<file path="src/rtl/flrd_pkg.sv">
package flrd_pkg;

    typedef enum logic [1:0] {
        MD_ARRAY  = 2'd0,
        MD_STATUS = 2'd1,
        MD_QUERY  = 2'd2,
        MD_ERASE  = 2'd3
    } chip_mode_e;

    typedef enum logic [3:0] {
        S_IDLE,
        S_STAT_CMD,
        S_POLL_RDY,
        S_SUSP_CMD,
        S_SUSP_STAT,
        S_POLL_SUSP,
        S_ERASE_WAIT,
        S_ARRAY_CMD,
        S_FETCH,
        S_RESUME_CMD,
        S_RESUME_STAT,
        S_DONE
    } seq_state_e;

    localparam logic [7:0] OP_STATUS  = 8'h70;
    localparam logic [7:0] OP_SUSPEND = 8'hB0;
    localparam logic [7:0] OP_RESUME  = 8'hD0;
    localparam logic [7:0] OP_ARRAY   = 8'hFF;
    localparam int         READY_BIT  = 7;

endpackage

</file>
<file path="src/rtl/flrd_wait_timer.sv">
module flrd_wait_timer #(
    parameter int SUSP_TMO = 8,
    parameter int RDY_TMO  = 6
) (
    input  logic clk,
    input  logic rst_n,
    input  logic run,
    input  logic sel_susp,
    output logic expired
);
    localparam int MAX_T = (SUSP_TMO > RDY_TMO) ? SUSP_TMO : RDY_TMO;
    localparam int CNT_W = $clog2(MAX_T + 1);
    localparam logic [CNT_W-1:0] LAST_S = CNT_W'(SUSP_TMO - 1);
    localparam logic [CNT_W-1:0] LAST_R = CNT_W'(RDY_TMO - 1);

    logic [CNT_W-1:0] cnt_q;

    // counts poll samples; cleared whenever no poll is running
    always_ff @(posedge clk or negedge rst_n) begin
        if (!rst_n)
            cnt_q <= '0;
        else if (!run)
            cnt_q <= '0;
        else
            cnt_q <= cnt_q + 1'b1;
    end

    always_comb begin
        expired = run && (cnt_q == (sel_susp ? LAST_S : LAST_R));
    end

endmodule

</file>
<file path="src/rtl/flrd_mode_track.sv">
module flrd_mode_track
    import flrd_pkg::*;
(
    input  logic       clk,
    input  logic       rst_n,
    input  logic       load_en,
    input  chip_mode_e load_val,
    input  logic       ev_status,
    input  logic       ev_array,
    input  logic       ev_erase,
    output chip_mode_e mode
);
    // sequencer events win over an external load
    always_ff @(posedge clk or negedge rst_n) begin
        if (!rst_n)
            mode <= MD_ARRAY;
        else if (ev_erase)
            mode <= MD_ERASE;
        else if (ev_array)
            mode <= MD_ARRAY;
        else if (ev_status)
            mode <= MD_STATUS;
        else if (load_en)
            mode <= load_val;
    end

endmodule

</file>
<file path="src/rtl/flrd_seq_fsm.sv">
module flrd_seq_fsm
    import flrd_pkg::*;
#(
    parameter bit SUSPEND_EN = 1'b1
) (
    input  logic       clk,
    input  logic       rst_n,
    input  logic       req_fire,
    input  chip_mode_e mode_i,
    input  logic       stat_ready,
    input  logic       tmo_expired,
    output logic       idle,
    output logic       cmd_we,
    output logic [7:0] cmd_op,
    output logic       rd_en,
    output logic       fetch_sel,
    output logic       capture,
    output logic       tmr_run,
    output logic       tmr_susp,
    output logic       ev_status,
    output logic       ev_array,
    output logic       ev_erase,
    output logic       rsp_valid,
    output logic       rsp_err
);
    seq_state_e state_q, state_d;
    logic       susp_q;
    logic       err_q;
    logic       erase_entry;

    generate
        if (SUSPEND_EN) begin : g_susp
            assign erase_entry = 1'b1;
        end else begin : g_nosusp
            assign erase_entry = 1'b0;
        end
    endgenerate

    always_comb begin
        state_d = state_q;
        unique case (state_q)
            S_IDLE: begin
                if (req_fire) begin
                    unique case (mode_i)
                        MD_ARRAY:  state_d = S_FETCH;
                        MD_STATUS: state_d = S_POLL_RDY;
                        MD_QUERY:  state_d = S_STAT_CMD;
                        MD_ERASE:  state_d = erase_entry ? S_SUSP_CMD : S_ERASE_WAIT;
                        default:   state_d = S_IDLE;
                    endcase
                end
            end
            S_STAT_CMD:    state_d = S_POLL_RDY;
            S_POLL_RDY: begin
                if (stat_ready)       state_d = S_ARRAY_CMD;
                else if (tmo_expired) state_d = S_DONE;
            end
            S_SUSP_CMD:    state_d = S_SUSP_STAT;
            S_SUSP_STAT:   state_d = S_POLL_SUSP;
            S_POLL_SUSP: begin
                if (stat_ready)       state_d = S_ARRAY_CMD;
                else if (tmo_expired) state_d = S_RESUME_CMD;
            end
            S_ERASE_WAIT: begin
                if (stat_ready) state_d = S_ARRAY_CMD;
            end
            S_ARRAY_CMD:   state_d = S_FETCH;
            S_FETCH:       state_d = susp_q ? S_RESUME_CMD : S_DONE;
            S_RESUME_CMD:  state_d = S_RESUME_STAT;
            S_RESUME_STAT: state_d = S_DONE;
            S_DONE:        state_d = S_IDLE;
            default:       state_d = S_IDLE;
        endcase
    end

    always_ff @(posedge clk or negedge rst_n) begin
        if (!rst_n) begin
            state_q <= S_IDLE;
            susp_q  <= 1'b0;
            err_q   <= 1'b0;
        end else begin
            state_q <= state_d;
            if (state_q == S_IDLE && req_fire) begin
                susp_q <= 1'b0;
                err_q  <= 1'b0;
            end
            if (state_q == S_POLL_SUSP && stat_ready)
                susp_q <= 1'b1;
            if ((state_q == S_POLL_RDY || state_q == S_POLL_SUSP) &&
                !stat_ready && tmo_expired)
                err_q <= 1'b1;
        end
    end

    always_comb begin
        idle      = 1'b0;
        cmd_we    = 1'b0;
        cmd_op    = 8'h00;
        rd_en     = 1'b0;
        fetch_sel = 1'b0;
        capture   = 1'b0;
        tmr_run   = 1'b0;
        tmr_susp  = 1'b0;
        ev_status = 1'b0;
        ev_array  = 1'b0;
        ev_erase  = 1'b0;
        rsp_valid = 1'b0;
        rsp_err   = 1'b0;
        unique case (state_q)
            S_IDLE:        idle = 1'b1;
            S_STAT_CMD:    begin cmd_we = 1'b1; cmd_op = OP_STATUS; ev_status = 1'b1; end
            S_POLL_RDY:    begin rd_en = 1'b1; tmr_run = 1'b1; end
            S_SUSP_CMD:    begin cmd_we = 1'b1; cmd_op = OP_SUSPEND; end
            S_SUSP_STAT:   begin cmd_we = 1'b1; cmd_op = OP_STATUS; end
            S_POLL_SUSP:   begin rd_en = 1'b1; tmr_run = 1'b1; tmr_susp = 1'b1; end
            S_ERASE_WAIT:  rd_en = 1'b1;
            S_ARRAY_CMD:   begin cmd_we = 1'b1; cmd_op = OP_ARRAY; ev_array = 1'b1; end
            S_FETCH:       begin rd_en = 1'b1; fetch_sel = 1'b1; capture = 1'b1; end
            S_RESUME_CMD:  begin cmd_we = 1'b1; cmd_op = OP_RESUME; end
            S_RESUME_STAT: begin cmd_we = 1'b1; cmd_op = OP_STATUS; ev_erase = 1'b1; end
            S_DONE:        begin rsp_valid = 1'b1; rsp_err = err_q; end
            default:       idle = 1'b0;
        endcase
    end

endmodule

</file>
<file path="src/rtl/flash_rd_suspend_ctrl.sv">
module flash_rd_suspend_ctrl
    import flrd_pkg::*;
#(
    parameter int ADDR_W     = 16,
    parameter int DATA_W     = 16,
    parameter bit SUSPEND_EN = 1'b1,
    parameter int SUSP_TMO   = 8,
    parameter int RDY_TMO    = 6
) (
    input  logic              clk,
    input  logic              rst_n,
    input  logic              req_valid,
    input  logic [ADDR_W-1:0] req_addr,
    output logic              req_ready,
    output logic              rsp_valid,
    output logic [DATA_W-1:0] rsp_data,
    output logic              rsp_err,
    input  logic              mode_load,
    input  logic [1:0]        mode_value,
    output logic [1:0]        chip_mode,
    output logic [ADDR_W-1:0] fl_addr,
    output logic              fl_we,
    output logic [DATA_W-1:0] fl_wdata,
    output logic              fl_oe,
    input  logic [DATA_W-1:0] fl_rdata
);
    localparam int BUS_BYTES = DATA_W / 8;
    localparam int ALIGN_W   = $clog2(BUS_BYTES);

    logic              idle, cmd_we, rd_en, fetch_sel, capture;
    logic              tmr_run, tmr_susp, tmo_expired;
    logic              ev_status, ev_array, ev_erase, err_flag;
    logic [7:0]        cmd_op;
    logic [ADDR_W-1:0] addr_q, cmd_addr;
    logic [DATA_W-1:0] data_q;
    chip_mode_e        mode_q;
    logic              req_fire;

    assign req_ready = idle && !mode_load;
    assign req_fire  = req_valid && req_ready;

    generate
        if (ALIGN_W == 0) begin : g_noalign
            assign cmd_addr = addr_q;
        end else begin : g_align
            assign cmd_addr = {addr_q[ADDR_W-1:ALIGN_W], {ALIGN_W{1'b0}}};
        end
    endgenerate

    always_ff @(posedge clk or negedge rst_n) begin
        if (!rst_n) begin
            addr_q <= '0;
            data_q <= '0;
        end else begin
            if (req_fire) begin
                addr_q <= req_addr;
                data_q <= '0;
            end
            if (capture)
                data_q <= fl_rdata;
        end
    end

    flrd_seq_fsm #(.SUSPEND_EN(SUSPEND_EN)) fsm_i (
        .clk         (clk),
        .rst_n       (rst_n),
        .req_fire    (req_fire),
        .mode_i      (mode_q),
        .stat_ready  (fl_rdata[READY_BIT]),
        .tmo_expired (tmo_expired),
        .idle        (idle),
        .cmd_we      (cmd_we),
        .cmd_op      (cmd_op),
        .rd_en       (rd_en),
        .fetch_sel   (fetch_sel),
        .capture     (capture),
        .tmr_run     (tmr_run),
        .tmr_susp    (tmr_susp),
        .ev_status   (ev_status),
        .ev_array    (ev_array),
        .ev_erase    (ev_erase),
        .rsp_valid   (rsp_valid),
        .rsp_err     (err_flag)
    );

    flrd_wait_timer #(.SUSP_TMO(SUSP_TMO), .RDY_TMO(RDY_TMO)) tmr_i (
        .clk      (clk),
        .rst_n    (rst_n),
        .run      (tmr_run),
        .sel_susp (tmr_susp),
        .expired  (tmo_expired)
    );

    flrd_mode_track mode_i (
        .clk       (clk),
        .rst_n     (rst_n),
        .load_en   (mode_load && idle),
        .load_val  (chip_mode_e'(mode_value)),
        .ev_status (ev_status),
        .ev_array  (ev_array),
        .ev_erase  (ev_erase),
        .mode      (mode_q)
    );

    assign chip_mode = mode_q;
    assign rsp_err   = err_flag;
    assign rsp_data  = err_flag ? '0 : data_q;
    assign fl_we     = cmd_we;
    assign fl_oe     = rd_en;
    assign fl_wdata  = DATA_W'(cmd_op);
    assign fl_addr   = fetch_sel ? addr_q : cmd_addr;

endmodule

</file>
<file path="config.mk">
export PLATFORM = sky130hd
export DESIGN_NAME = flash_rd_suspend_ctrl
export DESIGN_NICKNAME = d
export VERILOG_FILES = /design/src/rtl/flrd_pkg.sv /design/src/rtl/flrd_wait_timer.sv /design/src/rtl/flrd_mode_track.sv /design/src/rtl/flrd_seq_fsm.sv /design/src/rtl/flash_rd_suspend_ctrl.sv
export SDC_FILE = /design/constraint.sdc
export NUM_CORES = 1
export LEC_CHECK = 0
export BUFFER_PORTS_ARGS = -buffer_cell sky130_fd_sc_hd__buf_2
export CAP_MARGIN = 25
export CORE_UTILIZATION = 50
export CTS_CLUSTER_DIAMETER = 50
export DETAILED_ROUTE_END_ITERATION = 12
export PLACE_DENSITY = 0.79
export SLEW_MARGIN = 10
export SYNTH_ARGS = -nofsm -noshare
export SYNTH_HDL_FRONTEND = slang
export SYNTH_HIERARCHICAL = 1
export SYNTH_SLANG_ARGS = --single-unit
</file>
<file path="constraint.sdc">
create_clock -name clk -period 3.4 [get_ports clk]
set_clock_uncertainty 0.2 [all_clocks]
set_input_delay 0.68 -clock clk [delete_from_list [all_inputs] [get_ports clk]]
set_output_delay 0.68 -clock clk [all_outputs]
set_load 0.02 [all_outputs]
</file>
==> run summary, run 1 <==
The minimum period implied by the final worst setup slack is 3.02 ns. Setup total negative slack on the finished layout was measured at 0 ns. Prevailing post-synth register cell: sky130_fd_sc_hd__dfrtp_1. In this run the horizontal extent of the chip is 73.6 um.

After clock tree synthesis, the flow added hold-fix buffers numbering 0. Routability-driven placement finished with a final weighted congestion of 0.855. The synthesized design contains 0 enable-type register cells. The combined global-route utilization of all metal layers is 0.187, and the layout net count is 341. Derived from the worst setup path, the maximum achievable clock frequency is 0.332 GHz.

In the routed design, unresolved DRC markers number 0. The initialized floorplan defines 25 standard-cell rows. CTS placed an instance of sky130_fd_sc_hd__clkbuf_8 at the clock tree root. The detail-routed net length per standard cell came out at 13.1 um.

TritonCTS built the clock tree. After clock tree synthesis, the repair step resized 0 gates. The post-layout utilization of the core came out at 0.616.

The critical path is of the flip-flop to primary output type. The total power density per cell area was 893 nW/um2. The standby leakage power was 1.59 nW; the first-pass GRT wire length was 7780 um.

In the routed layout, each cell is associated on average with a via count of 5.04. The synthesized instance count was 237; the max-capacitance violation count was 0. 93 I/O pins were placed.

0 antenna diodes ended up in the layout. For the starting utilization of the core area, the log shows 0.531. The average instance in the mapped netlist occupies 10.8 um2. Clock-pin slew was measured on the worst setup and hold paths at 0.08 ns.

Yosys printed 6 warnings. After synthesis the netlist holds a flip-flop and latch count of 44. Of all nets on the critical path, the largest fanout is 17. STA puts the critical path data required time at 2.52 ns. Entering global routing, the biggest net connects 45 pins.

The tools report the final global-route overflow total as 0. The die is 73.6 um tall. Setup repair after global routing left no endpoint under its margin. The run gives 5410 um2 as the total die area.

The final-report hold violation count came out at 0. Total detailed-routing wirelength: 4860 um. The launching element type of the critical path was a flip-flop. The CTS sink count was 44; the proportion of netlist area held by the largest area contributor was 0.430. Setup slack on the worst reg-to-reg path comes out at 0.76 ns. The H-tree generated during clock tree synthesis spans 2 levels. IR analysis of the VDD net gives a maximum drop of 0.435 mV. For the number of placed instances, taps included, the log shows 361.

After synthesis, the cell types taking the most area are sky130_fd_sc_hd__dfrtp_1 43%, sky130_fd_sc_hd__nor2b_1 9.5%, sky130_fd_sc_hd__buf_4 8.2%. Worst hold margin: 0.153 ns. The first TritonRoute pass finished after 4 iterations.

The post-DP HPWL was 3490 um. The synthesized netlist contains 40 unique library cells. The finished layout holds 370 standard cells, fillers aside.

Total number of vias: 1864. The number of buffers created by CTS came out at 5. The worst-case clock buffer depth came out at 2. Dominant cell by count in the synthesized netlist: sky130_fd_sc_hd__dfrtp_1. Setup violations remaining at the end of the flow were counted as 0.

The number of global-route vias before repair was 1681; the post-route fraction of the period consumed by the critical path was 0.887. Counting instances in the post-synthesis netlist gives the leading cell types as 44 x sky130_fd_sc_hd__dfrtp_1, 39 x sky130_fd_sc_hd__nor2b_1, 28 x sky130_fd_sc_hd__buf_4, 17 x sky130_fd_sc_hd__a22o_1, 13 x sky130_fd_sc_hd__mux2_4. The data arrival time of the critical path came out at 2.14 ns.

The core region is 4820 um2. The number of antenna violations at the first check in global routing is 0. The async set-reset flop share out of synthesis came out at 1.00. The worst setup path is captured at a primary output. Cell type contributing the most total cell area after synthesis: sky130_fd_sc_hd__dfrtp_1.

The proportion of layout cells with a drive suffix above 1 is 0.413. The filler cells instantiated in the layout total 451. The part of the Yosys area used for sequential elements was 0.430; the final count of pins violating max slew was 0. The remaining max-slew budget at the tightest pin came out at 0.602. The run finished with clean final reports. The count of buffers added on input and output ports is 84. The post-detailed-route count of antenna-violating nets is 0.

The transition time at the pin with the least slew margin works out to 0.598 ns. The tools report the source-to-sink clock delay at the later pin of the worst-skew pair as 0.28 ns. In this run the worst hold path is classified as primary input to asynchronous set/reset pin. In this run, the number of DRC markers left after iteration 0 of detailed routing was 63. The synthesized netlist occupies a cell area of 2560 um2. The area growth from synthesis to layout is 15.9%. The tools report the number of buffers added for setup after CTS as 0.
per-layer routing:
metal | global-route usage | wire length, um | up-vias
met5 | 0 | 0 | -
met4 | 0.0321 | 26 | 0
met3 | 0.0453 | 272 | 2
met2 | 0.304 | 2370 | 60
met1 | 0.259 | 2190 | 889
li1 | - | - | 913
power breakdown:
| group | total [mW] | switching, mW | internal (mW) |
|---|---|---|---|
| logic | 1.47 | 0.803 | 0.667 |
| clock network | 0.311 | 0.168 | 0.143 |
| registers | 0.868 | 0.140 | 0.728 |
| total | 2.65 | 1.11 | 1.54 |
sequential cells by signal (all words and copies together), names as in the netlist:
name           flops
addr_q            16
data_q            16
fsm_i/state_q      4
tmr_i/cnt_q        4
mode_i/mode        2
fsm_i/err_q        1
fsm_i/susp_q       1
area by class of cell:
cell class / instances / area, um2 / share of cell area
clock buffers: 5 / 68.8 / 0.0232
repair buffers: 91 / 493 / 0.166
flip-flops and latches: 44 / 1100 / 0.371
well taps: 67 / 83.8 / 0.0283
inverters: 4 / 15.0 / 0.00506
multi-input cells: 156 / 1190 / 0.400
clock inverters: 3 / 18.8 / 0.00633
worst max-delay path, cell delays in order (launching register included):
cell	delay [ns]
sky130_fd_sc_hd__dfrtp_1	0.67
sky130_fd_sc_hd__nand2b_1	0.20
sky130_fd_sc_hd__nor2_1	0.15
sky130_fd_sc_hd__and2_1	0.52
sky130_fd_sc_hd__nor2b_1	0.11
sky130_fd_sc_hd__buf_2	0.18
stage by stage:
| stage | instance area [um2] | setup slack [ns] | total power [mW] |
|---|---|---|---|
| 6_report | 2970 | 0.384 | 2.65 |
| 5_1_grt | 2970 | 0.196 | 2.85 |
| 2_1_floorplan | 2590 | 0.584 | 2.09 |
| 3_5_place_dp | 2850 | 0.707 | 2.35 |
| 3_3_place_gp | 2850 | 0.775 | 2.31 |
| 4_1_cts | 2940 | 0.386 | 2.67 |
final timing paths:
| path | start | end | depth (start not counted) |
|---|---|---|---|
| worst max-delay path | fsm_i/state_q[3] | rsp_data[8] | 5 |
| worst min-delay path | rst_n | data_q[0] | 1 |
| worst max register to register | fsm_i/state_q[3] | fsm_i/state_q[1] | 6 |
| worst min register to register | tmr_i/cnt_q[0] | tmr_i/cnt_q[0] | 1 |
| max in group asynchronous | rst_n | tmr_i/cnt_q[0] | 2 |
| min in group clk | tmr_i/cnt_q[0] | tmr_i/cnt_q[0] | 1 |
cell usage in the layout (no fill, tap or decap), drive strengths merged, types with 2 or more instances in the layout:
cell type and count:
o32ai 2, nor2 8, conb 8, mux2i 4, a22o 17, mux2 19
buf 91, clkinv 3, o21ai 2, a21oi 9, o22ai 3, clkbuf 5
and2 5, nor4 2, dfrtp 44, nor3 4, xor2 3, o21bai 4
or2 2, inv 4, nand2 10, nand2b 3, nor2b 39
cells by family after synthesis:
logic type / Yosys count / share of synthesized area
AND/OR/NAND/NOR: 79 / 0.187
flip-flops: 44 / 0.430
buffers and inverters: 44 / 0.118
AO/OA/AOI/OAI: 42 / 0.130
multiplexers: 23 / 0.118
XOR/XNOR: 3 / 0.0103
adder cells (fa/ha/maj): 1 / 0.00489
other: 1 / 0.00146
Note: power is estimated with default switching activity, not from simulation.
==> run 2: changes to the inputs <==
- CORE_UTILIZATION: 50 -> 35
- PLACE_DENSITY: 0.79 -> 0.58
==> run 2 against run 1 <==
Net effect:
- first-iteration DRC count grew 27%
- combinational power hardly changed
- setup slack gained 0.098 ns
- clock-buffer cell count rose by 1
- sequential cell count is the same
- cell area grew 2.4%
- final cell count is 8.1% higher
- critical path depth is the same
- routed wire length up 6.7%
- critical endpoint is now rsp_data[7]
- largest power group unchanged
==> run summary, run 2 (synthesized netlist as in run 1, its figures left out) <==
The flow ran to the end, and the final reports show no timing, DRC or antenna violations. For the clock network power share, the log shows 0.152. For the register area, the log shows 1100 um2.

Excluding fillers, the count of instances in the completed layout stands at 400. Setup slack on the worst reg-to-reg path comes out at 0.84 ns. Gates resized during post-CTS repair numbered 0. STA puts the critical path data arrival time at 2.04 ns. After layout, the minimum clock period comes to 2.92 ns. After detailed placement, the design holds a cell count of 391.

In this run the horizontal extent of the chip is 87.5 um. Launching element type of the critical path: a flip-flop. The proportion of layout cells with a drive suffix above 1 came out at 0.414. Buffers inserted during clock tree synthesis total 5. The tools report the maximum number of pins on one net before global-route repair as 45.

Before CTS, the worst setup slack after placement is 0.789 ns. The sequential cell fraction of total power was 0.308; the critical path data required time was 2.52 ns. For the number of global-route vias before repair, the log shows 1674. The tools report the total die area as 7660 um2. The sum of negative setup slack is 0 ns. The final worst-path setup slack was 0.482 ns; the iteration-0 DRC count of the detailed router was 80. The post-route fraction of the period consumed by the critical path came out at 0.858. STA classifies the critical path endpoint as a primary output.

Setup repair after global routing left no endpoint under its margin. Master cell of the clock root buffer: sky130_fd_sc_hd__clkbuf_8. For this run, design rule violations remaining after detail routing come to 0. The routed design has 5190 um of wire. The number of detailed-routing iterations run before antenna repair was 4. Detailed placement ended at an HPWL of 3730 um. The largest registers in the layout are addr_q: 16 flops, data_q: 16 flops.

The net count of the finished layout is 342. The combinational share of power was 0.540. The run gives 0.369 as the starting utilization of the core area. Max-cap violations in this run came to 0. The worst hold margin is 0.0788 ns. The source-to-sink clock delay at the later pin of the worst-skew pair was 0.29 ns; the CTS sink count was 44.

The critical path is of the flip-flop to primary output type. The critical path goes through nand2b_1 -> nor2_1 -> and2_1 -> nor2b_1 -> buf_2. For the number of antenna repair diodes, the log shows 0. The H-tree generated during clock tree synthesis spans 2 levels. The combined global-route utilization of all metal layers came out at 0.136. After floorplanning, the core was sized to cover 6940 um2. 93 I/O pins were placed. The tools report the net switching power as 1.13 mW. TritonCTS built the clock tree. The logs give 0 for the final count of pins violating max slew and 0 for the final-report hold violation count. For this design, the CTS-stage hold fixing added 0 buffers.

The tools report the first-pass GRT wire length as 8070 um. In the layout the commonest cells are 84 x sky130_fd_sc_hd__buf_2, 44 x sky130_fd_sc_hd__dfrtp_1, 39 x sky130_fd_sc_hd__nor2b_1. Summing all multi-input logic gate instances after layout gives 1190 um2. At the end of routability-driven placement, the weighted congestion stood at 0.743. The tools report the number of buffers added for setup after CTS as 0. For the total of endpoints with negative setup slack in the final report, the log shows 0. The total power density per cell area works out to 911 nW/um2. The logs give 682 for the number of inserted filler cells in the final layout and 0.343 GHz for the maximum operating frequency. The switching share of power came out at 0.407. In this design, the stage delay of the slowest critical-path cell is 0.54 ns.

Cell internal power was estimated by the tool at 1.64 mW. Of all nets on the critical path, the largest fanout is 17. On the critical path the largest part of the delay comes from simple AND/OR/NAND/NOR gates.

Buffering stage count on the worst path with inverters included: 1. The detail-routed net length per standard cell works out to 13.0 um. Buffers placed on the I/O ports in this run total 84. The area growth from synthesis to layout is 18.6%.

The post-detailed-route count of antenna-violating nets is 0, and the worst-case clock buffer depth is 2. The most common cell after layout, fill and taps aside was sky130_fd_sc_hd__buf_2. Number of antenna violations at the first check in global routing: 0. The routed via count divided by cell count is 4.57, and the final non-filler cell area is 3040 um2. Across the VDD grid, the largest voltage drop is 0.268 mV.

The min-delay analysis places its worst path in the category primary input to asynchronous set/reset pin. The transition time at the pin with the least slew margin was 0.609 ns; the remaining max-slew budget at the tightest pin was 0.594. The slowest stage of the critical path belongs to the cell sky130_fd_sc_hd__and2_1. Across all layers, the routed design uses 1828 vias. In this run the cell area measured after placement is 2900 um2. The tools report the final global-route overflow total as 0. For this design the static power due to leakage is 1.61 nW. The die is 87.5 um tall.

After clock tree synthesis, the clock-pin slew on the worst setup and hold paths is 0.09 ns. After floorplanning, the core was divided into 30 placement rows.
run 2: final cells by class:
cell class	count	share of cell area
Inverter	4	0.00494
Tap cell	96	0.0396
Clock buffer	6	0.0272
Multi-Input combinational cell	156	0.391
Timing Repair Buffer	92	0.162
Clock inverter	2	0.0128
Sequential cell	44	0.363
run 2: routing by layer:
layer  vias to the layer above  GRT usage  wire (um)
li1                        914          -          -
met1                       850      0.185       2490
met2                        60      0.214       2410
met3                         4     0.0303        243
met4                         0     0.0492         43
met5                         -          0          0
run 2: power by group through the flow:
| stage | sequential, mW | clock, mW | combinational [mW] |
|---|---|---|---|
| 2_1_floorplan | 0.844 | 0 | 1.25 |
| 3_3_place_gp | 0.856 | 0 | 1.48 |
| 3_5_place_dp | 0.862 | 0 | 1.50 |
| 4_1_cts | 0.853 | 0.438 | 1.51 |
| 5_1_grt | 0.877 | 0.461 | 1.63 |
| 6_report | 0.853 | 0.420 | 1.49 |
run 2: path summary, 6_finish.rpt:
check | from | end | depth (start not counted)
setup / recovery | fsm_i/state_q[2] | rsp_data[7] | 5
hold / removal | rst_n | data_q[15] | 1
setup reg to reg | fsm_i/state_q[2] | fsm_i/state_q[1] | 7
hold reg to reg | tmr_i/cnt_q[0] | tmr_i/cnt_q[0] | 1
max in group asynchronous | rst_n | fsm_i/state_q[2] | 2
min in group clk | tmr_i/cnt_q[0] | tmr_i/cnt_q[0] | 1
run 2: metrics by stage:
step | power (mW) | utilization
3_3_place_gp | 2.34 | 0.417
2_1_floorplan | 2.09 | -
3_5_place_dp | 2.36 | 0.417
4_1_cts | 2.80 | 0.434
6_report | 2.77 | 0.437
5_1_grt | 2.97 | 0.437
==> run 3: changes to the inputs <==
- ABC_AREA: unset -> 1
- RECOVER_POWER: unset -> 100
==> run 3 against run 2 <==
Net effect:
- combinational power shrank 9%
- critical path depth did not move
- clock-buffer cell count up 1
- setup slack gained 0.14 ns
- sequential cell count is the same
- synthesized area shrank 0.98%
- non-clock buffer count decreased by 5
- die area down 0.95%
- utilization fell by 1.9 points
- maximum frequency rose by 4.9%
- first-iteration DRC count up 23%
- clock power down 18%
- largest power group unchanged
==> run summary, run 3 <==
The flow ran to the end, and the final reports show no timing, DRC or antenna violations. Sorting the synthesized cells by area gives the leading types as sky130_fd_sc_hd__dfrtp_1 43%, sky130_fd_sc_hd__nand2_1 18%, sky130_fd_sc_hd__buf_4 9.2%. 0 antenna diodes ended up in the layout. The combined global-route utilization of all metal layers came out at 0.159. The synthesized design contains 44 register bits. Hold repair after CTS inserted 0 buffers. The critical path goes through nand2_1 -> nor2_1 -> a21oi_1 -> nand2_1 -> clkbuf_1. For the worst-skew pair, the clock arrives at the later sink with an insertion delay of 0.29 ns. After routing, the total negative slack on setup checks comes to 0 ns. The I/O pin total was 93. Summing all placed instances gives a cell area of 2850 um2.

The prevailing post-synth register cell was sky130_fd_sc_hd__dfrtp_1. Dividing the detail-routed wire length by the instance count gives 11.4 um. Startpoint of the worst setup timing path: fsm_i/state_q[1]. In this run, CTS created clock tree buffers numbering 5.

After routing the design area is 2890 um2. The async set-reset flop share out of synthesis was 1.00. In the synthesized netlist, the cells that appear most often are 121 x sky130_fd_sc_hd__nand2_1, 44 x sky130_fd_sc_hd__dfrtp_1, 34 x sky130_fd_sc_hd__inv_1, 31 x sky130_fd_sc_hd__buf_4, 30 x sky130_fd_sc_hd__nor2_1. In the final layout, the registers with the most flip-flops are addr_q: 16 flops, data_q: 16 flops. The routed via count divided by cell count is 4.41. The tools report the startpoint of the worst register-to-register path as fsm_i/state_q[2]. The tools report the total die area as 7590 um2. Among all stages on the critical path, the largest delay is contributed by sky130_fd_sc_hd__dfrtp_1.

The relative area change from synthesis to final layout was 13.9%; the routability congestion estimate was 0.891. The tightest min-delay check is of the primary input to asynchronous set/reset pin type. The number of setup buffers added after CTS is 0.

At the pin with the least slew margin, the transition time is 0.668 ns. In this run the remaining antenna-violating nets after routing total 0. The DRC violations left was 0; the die width was 87.1 um.

The proportion of netlist area held by the largest area contributor works out to 0.434. The library cells used most frequently in the layout, excluding fill and tap cells, are 122 x sky130_fd_sc_hd__nand2_1, 44 x sky130_fd_sc_hd__dfrtp_1, 44 x sky130_fd_sc_hd__clkbuf_1. Dividing total power by cell area gives a power density of 901 nW/um2.

Launching element type of the critical path: a flip-flop. For the number of distinct standard cells referenced by the synthesized netlist, the log shows 27. The tools report the final worst-path setup slack as 0.619 ns. TritonCTS built the clock tree.

The number of flops mapped to enable cells by yosys was 0; the starting utilization of the core area was 0.367. The clock edge transition at the registers on the reported setup and hold paths was 0.08 ns. The synthesized netlist occupies a cell area of 2530 um2. For the worst-case clock buffer depth, the log shows 2. The tree is rooted in a sky130_fd_sc_hd__clkbuf_8. The post-route fraction of the period consumed by the critical path is 0.818, and the data arrival time of the critical path is 1.90 ns.

The first detailed-routing pass took 4 iterations. The worst reg2reg path depth works out to 11. The tools report the remaining max-slew budget at the tightest pin as 0.555. On the worst path, the slowest cell contributes a delay of 0.53 ns.

The tools report the met2 usage as 0.265. The logs give 9290 um for the first-pass GRT wire length and 0 for the total of endpoints with negative setup slack in the final report. The proportion of layout cells with a drive suffix above 1 was 0.181.

For the max-capacitance violation count, the log shows 0. The run gives 0.187 ns as the worst hold margin. sky130_fd_sc_hd__nand2_1 is the most common cell in the netlist. Class of the most critical setup path: flip-flop to primary output. Overall power consumption after layout is estimated at 2.60 mW. The iteration-0 DRC count of the detailed router came out at 98.

After legalization and detailed placement, the total HPWL measured 4240 um. The logs give 0 for the final global-route overflow total and 0 for the final-report hold violation count. The cell type contributing the most total cell area after synthesis was sky130_fd_sc_hd__dfrtp_1.

From bottom edge to top edge, the die measures 87.1 um. Post-CTS repair changed the size of 0 cells. For the number of placed instances, taps included, the log shows 495.

CTS saw 44 sinks. In this run the worst path has a maximum fanout of 8. The standby leakage power came out at 1.61 nW. The routed layout has 2224 vias. For the maximum number of pins on one net before global-route repair, the log shows 45. The number of antenna violations at the first check in global routing is 0.

The most common cell after layout, fill and taps aside is sky130_fd_sc_hd__nand2_1. The tools report the number of global-route vias before repair as 2004. The tools report the category of the worst setup path capture point as a primary output. After technology mapping, the gate count stands at 344.

The net count of the finished layout is 446. The run gives 0.203 as the met1 usage. The layer flagged by global routing as most heavily used is met2. In this run the critical register-to-register path is captured at fsm_i/state_q[2].

Setup repair after global routing left no endpoint under its margin. The maximum operating frequency is 0.360 GHz. The count of cells in the finished layout, fillers not included, comes to 504. The critical path data required time is 2.52 ns, and the global routing usage on met3 is 0.0370.

The tools report the reg-to-reg setup timing slack as 0.70 ns. The final count of pins violating max slew came out at 0. The post-layout utilization of the core was 0.418; the yosys synthesis warning count was 6. For the area inside the core boundary, the log shows 6910 um2. For the worst ir drop on vdd, the log shows 0.379 mV.

The placement row count was 30. Minimum period implied by the final worst setup slack: 2.78 ns. Critical path's most frequent cell: sky130_fd_sc_hd__nand2_1. The total of buffers placed on input and output ports came out at 84. The mean instance size in the synthesized netlist is 7.37 um2, and the part of the Yosys area used for sequential elements is 0.434. The H-tree generated during clock tree synthesis spans 2 levels. The total detailed-routing wirelength came out at 5770 um. OpenSTA, run right after detailed placement, puts the worst setup slack at 0.885 ns.
==> run 3: cell count changes after synthesis, moves of 13 or more <==
| cell | before | now |
|---|---|---|
| sky130_fd_sc_hd__a22o_1 | 17 | 0 |
| sky130_fd_sc_hd__nand2_1 | 10 | 121 |
| sky130_fd_sc_hd__mux2_4 | 13 | 0 |
| sky130_fd_sc_hd__inv_1 | 4 | 34 |
| sky130_fd_sc_hd__nor2b_1 | 39 | 0 |
| sky130_fd_sc_hd__nand3_1 | 1 | 28 |
| sky130_fd_sc_hd__nor2_1 | 8 | 30 |
==> run 3: area by class of cell <==
| cell class | instances | area (um2) |
|---|---|---|
| clock inverters | 1 | 7.51 |
| flip-flops and latches | 44 | 1100 |
| clock buffers | 7 | 86.3 |
| inverters | 44 | 168 |
| multi-input cells | 225 | 1010 |
| repair buffers | 87 | 399 |
| fillers | 789 | 4020 |
| well taps | 96 | 120 |
==> run 3: layer usage <==
layer  vias to the layer above  part of all wire  wire length (um)
met5                         -                 0                 0
met4                         0             0.011                64
met3                         8             0.060               347
met2                        73              0.46              2670
met1                      1025              0.47              2680
li1                       1118                 -                 -
==> run 3: worst max-delay path, delay by kind of cell (launching register included) <==
family | cells | cell delay, ns
flops | 1 | 0.53
compound gates | 1 | 0.09
buf+inv | 1 | 0.22
simple gates | 3 | 0.76
==> run 3: cell families after synthesis <==
group,Yosys count,share of synthesized area
other,1,0.00148
flip-flops,44,0.434
adder cells (fa/ha/maj),1,0.00494
AO/OA/AOI/OAI,8,0.0173
AND/OR/NAND/NOR,207,0.365
XOR/XNOR,1,0.00346
buffers and inverters,82,0.174
==> run 3: report_power, final <==
part | switching, mW | internal (mW) | total [mW]
registers | 0.155 | 0.744 | 0.899
clock network | 0.178 | 0.165 | 0.343
logic | 0.961 | 0.398 | 1.36
total | 1.29 | 1.31 | 2.60
==> run 3: how the worst max path moves through the flow <==
stage	endpoint	slack, ns
3_3_place_gp	fsm_i/state_q[2]	0.94
2_1_floorplan	rsp_data[10]	0.71
5_1_grt	fl_addr[0]	0.43
4_1_cts	rsp_data[15]	0.72
6_report	fl_wdata[6]	0.62
3_5_place_dp	fsm_i/state_q[2]	0.89
